`src/rtl/adc_scan_pkg.sv`:
```
package adc_scan_pkg;

    localparam int DCH_W   = 5;
    localparam int MAX_CH  = 32;

    localparam int B_GBIE  = 6;
    localparam int B_DBL   = 7;
    localparam int B_EXT   = 8;
    localparam int B_TEN   = 9;
    localparam int B_IE    = 12;
    localparam int B_MLO   = 13;
    localparam int B_MHI   = 14;
    localparam int B_START = 15;

    typedef enum logic [1:0] {
        MODE_SINGLE = 2'b00,
        MODE_GROUP  = 2'b01,
        MODE_CONT   = 2'b10,
        MODE_BAD    = 2'b11
    } scan_mode_e;

    typedef struct packed {
        logic [DCH_W-1:0] dbl_ch;
        logic             gb_ie;
        logic             dbl_en;
        logic             src_ext;
        logic             trig_en;
        logic             ie;
        scan_mode_e       mode;
    } ctl_t;

    typedef enum logic [1:0] {
        SQ_IDLE  = 2'd0,
        SQ_ISSUE = 2'd1,
        SQ_WAIT  = 2'd2
    } seq_st_e;

    function automatic logic [DCH_W-1:0] lowest_idx(input logic [MAX_CH-1:0] m);
        lowest_idx = '0;
        for (int i = MAX_CH - 1; i >= 0; i--) begin
            if (m[i]) lowest_idx = DCH_W'(i);
        end
    endfunction

    function automatic logic [15:0] pack_ctl(input ctl_t c, input logic start);
        pack_ctl = {start, c.mode, c.ie, 2'b00, c.trig_en, c.src_ext,
                    c.dbl_en, c.gb_ie, 1'b0, c.dbl_ch};
    endfunction

endpackage

```
`src/rtl/adc_ctl_reg.sv`:
```
module adc_ctl_reg
    import adc_scan_pkg::*;
(
    input  logic        clk,
    input  logic        rst,
    input  logic        wr_en,
    input  logic [15:0] wr_data,
    input  logic        start_now,
    output ctl_t        ctl
);

    logic unused_rsv;
    assign unused_rsv = ^{wr_data[11:10], wr_data[5], wr_data[B_START]};

    logic mode_ok;
    logic ch_ok;
    assign mode_ok = (wr_data[B_MHI:B_MLO] != MODE_BAD);
    assign ch_ok   = !start_now && !wr_data[B_START];

    always_ff @(posedge clk) begin
        if (rst) begin
            ctl <= '0;
        end else if (wr_en) begin
            ctl.gb_ie   <= wr_data[B_GBIE];
            ctl.dbl_en  <= wr_data[B_DBL];
            ctl.src_ext <= wr_data[B_EXT];
            ctl.trig_en <= wr_data[B_TEN];
            ctl.ie      <= wr_data[B_IE];
            if (mode_ok) ctl.mode <= scan_mode_e'(wr_data[B_MHI:B_MLO]);
            if (ch_ok)   ctl.dbl_ch <= wr_data[DCH_W-1:0];
        end
    end

endmodule

```
`src/rtl/adc_trig_det.sv`:
```
module adc_trig_det (
    input  logic clk,
    input  logic rst,
    input  logic pin_n,
    input  logic trig_pulse,
    input  logic trig_en,
    input  logic src_ext,
    output logic trig_a
);

    logic s1_q, s2_q, s3_q;
    logic arm_q;
    logic en_async;
    logic fall;

    assign en_async = trig_en && src_ext;
    assign fall     = s3_q && !s2_q;

    always_ff @(posedge clk) begin
        if (rst) begin
            s1_q  <= 1'b1;
            s2_q  <= 1'b1;
            s3_q  <= 1'b1;
            arm_q <= 1'b0;
        end else begin
            s1_q  <= pin_n;
            s2_q  <= s1_q;
            s3_q  <= s2_q;
            arm_q <= en_async && (arm_q || s2_q);
        end
    end

    always_comb begin
        if (!trig_en)     trig_a = 1'b0;
        else if (src_ext) trig_a = arm_q && fall;
        else              trig_a = trig_pulse;
    end

endmodule

```
`src/rtl/adc_scan_seq.sv`:
```
module adc_scan_seq
    import adc_scan_pkg::*;
#(
    parameter int NCH   = 16,
    parameter int RES_W = 12
) (
    input  logic             clk,
    input  logic             rst,
    input  ctl_t             ctl,
    input  logic             wr_en,
    input  logic             sw_start,
    input  logic             sw_stop,
    input  logic             trig_a,
    input  logic             trig_b,
    input  logic [NCH-1:0]   mask_a,
    input  logic [NCH-1:0]   mask_b,
    input  logic             conv_done,
    input  logic [RES_W-1:0] conv_result,
    output logic             conv_start,
    output logic [DCH_W-1:0] conv_chan,
    output logic             res_valid,
    output logic [DCH_W-1:0] res_chan,
    output logic [RES_W-1:0] res_data,
    output logic             res_dup,
    output logic             res_grp_b,
    output logic             irq_scan_end,
    output logic             irq_grpb_end,
    output logic             start_flag
);

    seq_st_e          st_q;
    logic [NCH-1:0]   remain_q;
    logic [DCH_W-1:0] cur_q;
    logic             grp_b_q;
    logic             second_q;
    logic             start_q;

    logic [NCH-1:0]   mask_a_eff;
    logic [NCH-1:0]   clr_bit;
    logic [DCH_W-1:0] nxt;
    logic             idle, empty, go_a, go_b, finish, dbl_act, restart;

    always_comb begin
        for (int i = 0; i < NCH; i++) begin
            mask_a_eff[i] = ctl.dbl_en ? (ctl.dbl_ch == DCH_W'(i)) : mask_a[i];
            clr_bit[i]    = (cur_q == DCH_W'(i));
        end
    end

    assign nxt     = lowest_idx(MAX_CH'(remain_q));
    assign idle    = (st_q == SQ_IDLE);
    assign empty   = (remain_q == '0);
    assign go_a    = idle && (sw_start || (!wr_en && trig_a));
    assign go_b    = idle && !wr_en && !trig_a && trig_b && ctl.trig_en
                     && (ctl.mode == MODE_GROUP);
    assign finish  = (st_q == SQ_ISSUE) && empty && !sw_stop;
    assign dbl_act = ctl.dbl_en && !grp_b_q;
    assign restart = !grp_b_q && (ctl.mode == MODE_CONT);

    always_ff @(posedge clk) begin
        if (rst) begin
            st_q     <= SQ_IDLE;
            remain_q <= '0;
            cur_q    <= '0;
            grp_b_q  <= 1'b0;
            start_q  <= 1'b0;
        end else if (sw_stop) begin
            st_q    <= SQ_IDLE;
            start_q <= 1'b0;
        end else begin
            case (st_q)
                SQ_IDLE: begin
                    if (go_a) begin
                        remain_q <= mask_a_eff;
                        grp_b_q  <= 1'b0;
                        start_q  <= 1'b1;
                        st_q     <= SQ_ISSUE;
                    end else if (go_b) begin
                        remain_q <= mask_b;
                        grp_b_q  <= 1'b1;
                        st_q     <= SQ_ISSUE;
                    end
                end
                SQ_ISSUE: begin
                    if (empty) begin
                        if (restart) begin
                            remain_q <= mask_a_eff;
                        end else begin
                            st_q    <= SQ_IDLE;
                            start_q <= 1'b0;
                        end
                    end else begin
                        cur_q <= nxt;
                        st_q  <= SQ_WAIT;
                    end
                end
                SQ_WAIT: begin
                    if (conv_done) begin
                        remain_q <= remain_q & ~clr_bit;
                        st_q     <= SQ_ISSUE;
                    end
                end
                default: st_q <= SQ_IDLE;
            endcase
        end
    end

    always_ff @(posedge clk) begin
        if (rst || sw_stop || !ctl.dbl_en) second_q <= 1'b0;
        else if (finish && dbl_act)        second_q <= !second_q;
    end

    assign conv_start   = (st_q == SQ_ISSUE) && !empty && !sw_stop;
    assign conv_chan    = nxt;
    assign res_valid    = (st_q == SQ_WAIT) && conv_done && !sw_stop;
    assign res_chan     = cur_q;
    assign res_data     = conv_result;
    assign res_dup      = dbl_act && second_q;
    assign res_grp_b    = grp_b_q;
    assign irq_scan_end = finish && !grp_b_q && ctl.ie;
    assign irq_grpb_end = finish && grp_b_q && ctl.gb_ie;
    assign start_flag   = start_q;

endmodule

```
`src/rtl/adc_scan_ctrl.sv`:
```
module adc_scan_ctrl
    import adc_scan_pkg::*;
#(
    parameter int NCH   = 16,
    parameter int RES_W = 12
) (
    input  logic             clk,
    input  logic             rst,
    input  logic             reg_wr,
    input  logic [15:0]      reg_wdata,
    output logic [15:0]      reg_rdata,
    input  logic             trig_sync,
    input  logic             trig_grp_b,
    input  logic             ext_trig_n,
    input  logic [NCH-1:0]   mask_a,
    input  logic [NCH-1:0]   mask_b,
    output logic             conv_start,
    output logic [4:0]       conv_chan,
    input  logic             conv_done,
    input  logic [RES_W-1:0] conv_result,
    output logic             res_valid,
    output logic [4:0]       res_chan,
    output logic [RES_W-1:0] res_data,
    output logic             res_dup,
    output logic             res_grp_b,
    output logic             irq_scan_end,
    output logic             irq_grpb_end
);

    ctl_t ctl;
    logic start_flag;
    logic trig_a;
    logic sw_start, sw_stop;

    assign sw_start = reg_wr && reg_wdata[B_START];
    assign sw_stop  = reg_wr && !reg_wdata[B_START];

    adc_ctl_reg u_reg (
        .clk       (clk),
        .rst       (rst),
        .wr_en     (reg_wr),
        .wr_data   (reg_wdata),
        .start_now (start_flag),
        .ctl       (ctl)
    );

    adc_trig_det u_trig (
        .clk        (clk),
        .rst        (rst),
        .pin_n      (ext_trig_n),
        .trig_pulse (trig_sync),
        .trig_en    (ctl.trig_en),
        .src_ext    (ctl.src_ext),
        .trig_a     (trig_a)
    );

    adc_scan_seq #(.NCH(NCH), .RES_W(RES_W)) u_seq (
        .clk          (clk),
        .rst          (rst),
        .ctl          (ctl),
        .wr_en        (reg_wr),
        .sw_start     (sw_start),
        .sw_stop      (sw_stop),
        .trig_a       (trig_a),
        .trig_b       (trig_grp_b),
        .mask_a       (mask_a),
        .mask_b       (mask_b),
        .conv_done    (conv_done),
        .conv_result  (conv_result),
        .conv_start   (conv_start),
        .conv_chan    (conv_chan),
        .res_valid    (res_valid),
        .res_chan     (res_chan),
        .res_data     (res_data),
        .res_dup      (res_dup),
        .res_grp_b    (res_grp_b),
        .irq_scan_end (irq_scan_end),
        .irq_grpb_end (irq_grpb_end),
        .start_flag   (start_flag)
    );

    assign reg_rdata = pack_ctl(ctl, start_flag);

endmodule

```
`config.mk`:
```
export PLATFORM = sky130hd
export DESIGN_NAME = adc_scan_ctrl
export DESIGN_NICKNAME = d
export VERILOG_FILES = /design/src/rtl/adc_scan_pkg.sv /design/src/rtl/adc_ctl_reg.sv /design/src/rtl/adc_trig_det.sv /design/src/rtl/adc_scan_seq.sv /design/src/rtl/adc_scan_ctrl.sv
export SDC_FILE = /design/constraint.sdc
export NUM_CORES = 1
export LEC_CHECK = 0
export CAP_MARGIN = 20
export CELL_PAD_IN_SITES_DETAIL_PLACEMENT = 0
export CELL_PAD_IN_SITES_GLOBAL_PLACEMENT = 1
export CORE_MARGIN = 5
export CORE_UTILIZATION = 25
export CTS_CLUSTER_DIAMETER = 30
export DETAILED_ROUTE_END_ITERATION = 10
export DONT_BUFFER_PORTS = 1
export PLACE_DENSITY_LB_ADDON = 0.1
export SLEW_MARGIN = 10
export SYNTH_ARGS = -nofsm -noshare
export SYNTH_HDL_FRONTEND = slang
export SYNTH_SLANG_ARGS = --single-unit
```
`constraint.sdc`:
```
create_clock -name clk -period 1.9 [get_ports clk]
set_clock_uncertainty 0.15 [all_clocks]
set_input_delay 0.38 -clock clk [delete_from_list [all_inputs] [get_ports clk]]
set_output_delay 0.38 -clock clk [all_outputs]
set_load 0.03 [all_outputs]
```
==> results.json <==
{
  "outcome": "complete, but fails checks",
  "violations": "setup timing",
  "finalCritPeriodShare_pct": 123,
  "end_kind": "output port",
  "dr.pass1.iters": 4,
  "grt_pass1_vias": 3573,
  "portBuffers": 0,
  "dpl_worst_slack_ps": -188,
  "clk_pin_slew_ps": 70,
  "max-cap-violations": 0,
  "finalHoldViolations": 0,
  "cp_num_buf_inv": 2,
  "maxSlewViolCount": 0,
  "postRouteAntennaNets": 0,
  "dieWidth_um": 126,
  "yosysWarningCount": 0,
  "grt_pass1_wl_mm": 21.5,
  "synth.area.top_cells": "dfxtp_1 24%, mux2_4 6.7%, nand2_1 4.8%",
  "crit_path_cell_trace": "nor4_4 > nand4_1 > buf_4 > nor3_2 > buf_4",
  "synth_area_um2": 3360,
  "hpwl_mm": 9.84,
  "slowest_stage": "nor4_4",
  "area_growth_pct": 52.7,
  "synth_common_cells": "43 x nand2_1, 41 x dfxtp_1, 22 x inv_1, 21 x buf_4, 20 x nand2b_1",
  "setup_viol": 26,
  "worst-path-max-fanout": 2,
  "cpMostUsedCell": "buf_4",
  "placed_cells": 630,
  "worst_slew_pin_slew_ps": 617,
  "clock-sinks": 41,
  "tritoncts": "yes",
  "cts_root_buffer": "clkbuf_16",
  "clock_latency_ps": 290,
  "clkPwrFrac_pct": 18.8,
  "dieArea_um2": 15900,
  "cts_inserted_buffers": 5,
  "cts.htree.levels": 2,
  "place.gp.congestion": 0.769,
  "seqPwrFrac_pct": 23.3,
  "ir_drop_v": 0.000321,
  "power.share.switching_pct": 39.1,
  "start_kind": "flip-flop",
  "clockBufferDepth": 2,
  "yosys_register_bits": 41,
  "wire_per_inst_um": 20.8,
  "post-synth-top-count-cell": "nand2_1",
  "initial_utilization_pct": 25.5,
  "final_cells": 666,
  "core_um2": 13200,
  "drt_iter0_drc": 127,
  "io_pins": 111,
  "max_clock_freq_mhz": 429,
  "rsz0062_at_grt": "true",
  "grt_max_degree": 55,
  "slew_headroom_pct": 58.4,
  "crit_required_ps": 1370,
  "finalPower_mw": 4.61,
  "synth_top_cell_by_area": "dfxtp_1",
  "path_delay_family": "simple AND/OR/NAND/NOR gates",
  "crit_arrival_ps": 1800,
  "std_cell_rows": 42,
  "setup_tns_ps": -5800,
  "postSynthAreaPerCell_um2": 8.38,
  "max_stage_delay_ps": 380,
  "p_leak_nw": 1.92,
  "p_sw_mw": 1.80,
  "synth-main-ff-cell": "dfxtp_1",
  "drc": 0,
  "p_int_mw": 2.81,
  "grt_usage_pct": 17.4,
  "synthCells": 401,
  "vias": 3472,
  "fin_ws_ps": -433,
  "period_minus_slack_ps": 2330,
  "drive_above_1_share_pct": 48.6,
  "nets": 560,
  "die_y_um": 126,
  "netlist.area_leader.share_pct": 24.4,
  "gr-total-overflow": 0,
  "ys_async_sr_fraction_pct": 0,
  "yosysSeqAreaShare_pct": 24.4,
  "antenna_found_initial": 1,
  "combinationalPowerShare_pct": 57.9,
  "synth_edf_count": 0,
  "routed_wl_mm": 13.8,
  "antennaDiodeCount": 0,
  "worstSetupPathType": "reg2out",
  "synth.distinct_cells": 67,
  "viasPerCell": 5.21,
  "hp-class": "in2reg",
  "powerDensity_nw_per_um2": 898
}
## placed cells by master, fill, tap and decap left out, types with 4 or more instances in the layout
| master | n |
|---|---|
| dfxtp_1 | 26 |
| buf_4 | 83 |
| o2111ai_2 | 6 |
| nor4_4 | 4 |
| nor2_4 | 4 |
| mux2_4 | 15 |
| o22ai_1 | 15 |
| o2111ai_4 | 10 |
| dfxtp_2 | 13 |
| inv_1 | 19 |
| a41oi_1 | 14 |
| o211ai_1 | 8 |
| a21oi_1 | 8 |
| mux2i_1 | 6 |
| o21ai_2 | 14 |
| or2_2 | 4 |
| nand3_1 | 6 |
| o311ai_0 | 6 |
| nand2b_1 | 20 |
| nand2_1 | 42 |
| buf_6 | 21 |
| o21ai_1 | 4 |
| o21ai_0 | 6 |
| nor2b_1 | 6 |
| nor2_1 | 15 |
| clkbuf_16 | 6 |
| nor3_1 | 7 |
| conb_1 | 5 |
| buf_12 | 10 |
## path summary, 6_finish.rpt
kind                                                       from                        endpoint  slack [ps]  cells after the start
worst min register to register           u_trig.s1_q$_SDFF_PP1_          u_trig.s2_q$_SDFF_PP1_         260                      1
worst max register to register           u_trig.s2_q$_SDFF_PP1_  u_seq.remain_q[5]$_SDFFE_PP0P_        -250                      7
worst min-delay path                                 ext_trig_n          u_trig.s1_q$_SDFF_PP1_          40                      1
worst max-delay path            u_seq.remain_q[14]$_SDFFE_PP0P_                    irq_grpb_end        -430                      5
## metrics by stage
stage | util, % | hold slack [ps] | cell area, um2
3_3_place_gp | 31.4 | 247 | 4140
2_1_floorplan | - | 239 | 3420
5_1_grt | 38.9 | 3.28 | 5130
4_1_cts | 37.3 | 1.79 | 4920
3_5_place_dp | 31.4 | 246 | 4140
6_report | 38.9 | 36.0 | 5130
## power groups by stage
stage | Combinational [mW] | Clock (mW) | Sequential (mW)
after floorplan | 1.08 | 0 | 1.11
after global placement | 1.96 | 0 | 1.06
after detailed placement | 1.96 | 0 | 1.06
after CTS | 2.54 | 0.895 | 1.06
after global routing | 2.85 | 0.938 | 1.09
final | 2.67 | 0.867 | 1.07
## flip-flops by register name, indices dropped and copies added (netlist names)
| register | flops |
|---|---|
| u_seq.second_q | 1 |
| u_seq.res_grp_b | 1 |
| u_reg.ctl | 12 |
| u_trig.arm_q | 1 |
| u_seq.start_flag | 1 |
| u_trig.s1_q | 1 |
| u_trig.s2_q | 1 |
| u_trig.s3_q | 1 |
| u_seq.res_chan | 4 |
| u_seq.st_q | 2 |
| u_seq.remain_q | 16 |
## cell type report
| type | count | area [um2] |
|---|---|---|
| clock buffers | 5 | 125 |
| clock inverters | 3 | 17.5 |
| fillers | 1383 | 8060 |
| inverters | 22 | 85.1 |
| multi-input cells | 299 | 2670 |
| flip-flops and latches | 41 | 845 |
| well taps | 176 | 220 |
| repair buffers | 120 | 1170 |
## kinds of logic (layout without fill, tap and decap cells)
kind of cell	Yosys count	after routing	share of synthesized area [%]
flip-flops	41	41	24.4
AND/OR/NAND/NOR	151	151	26.1
AO/OA/AOI/OAI	114	116	27.3
XOR/XNOR	1	1	0.261
multiplexers	22	22	8.82
adder cells (fa/ha/maj)	4	4	1.49
buffers and inverters	67	150	11.6
other	1	5	0.112
## layer usage
layer | vias up | GRT usage [%] | part of all wire (%)
li1 | 1666 | - | -
met1 | 1697 | 22.3 | 43
met2 | 87 | 29.9 | 50
met3 | 20 | 4.15 | 5.4
met4 | 2 | 3.79 | 1.5
met5 | - | 0 | 0.094
## worst reg2reg max path, delay by kind of cell (launching register included)
kind	cells	cell delay, ps
multiplexers	1	300
AO/OA/AOI/OAI	3	760
buffers and inverters	2	290
flip-flops	1	320
AND/OR/NAND/NOR	1	200
## timing repair
action	CTS	global route
cloned	5	0
buffers inserted	13	11
hold buffers	1	2
resized for setup	89	30
hold endpoints to repair	1	1
endpoints found under the setup margin	30	28
pin swaps	34	29
No activity file was read; power rests on OpenSTA's default activity.
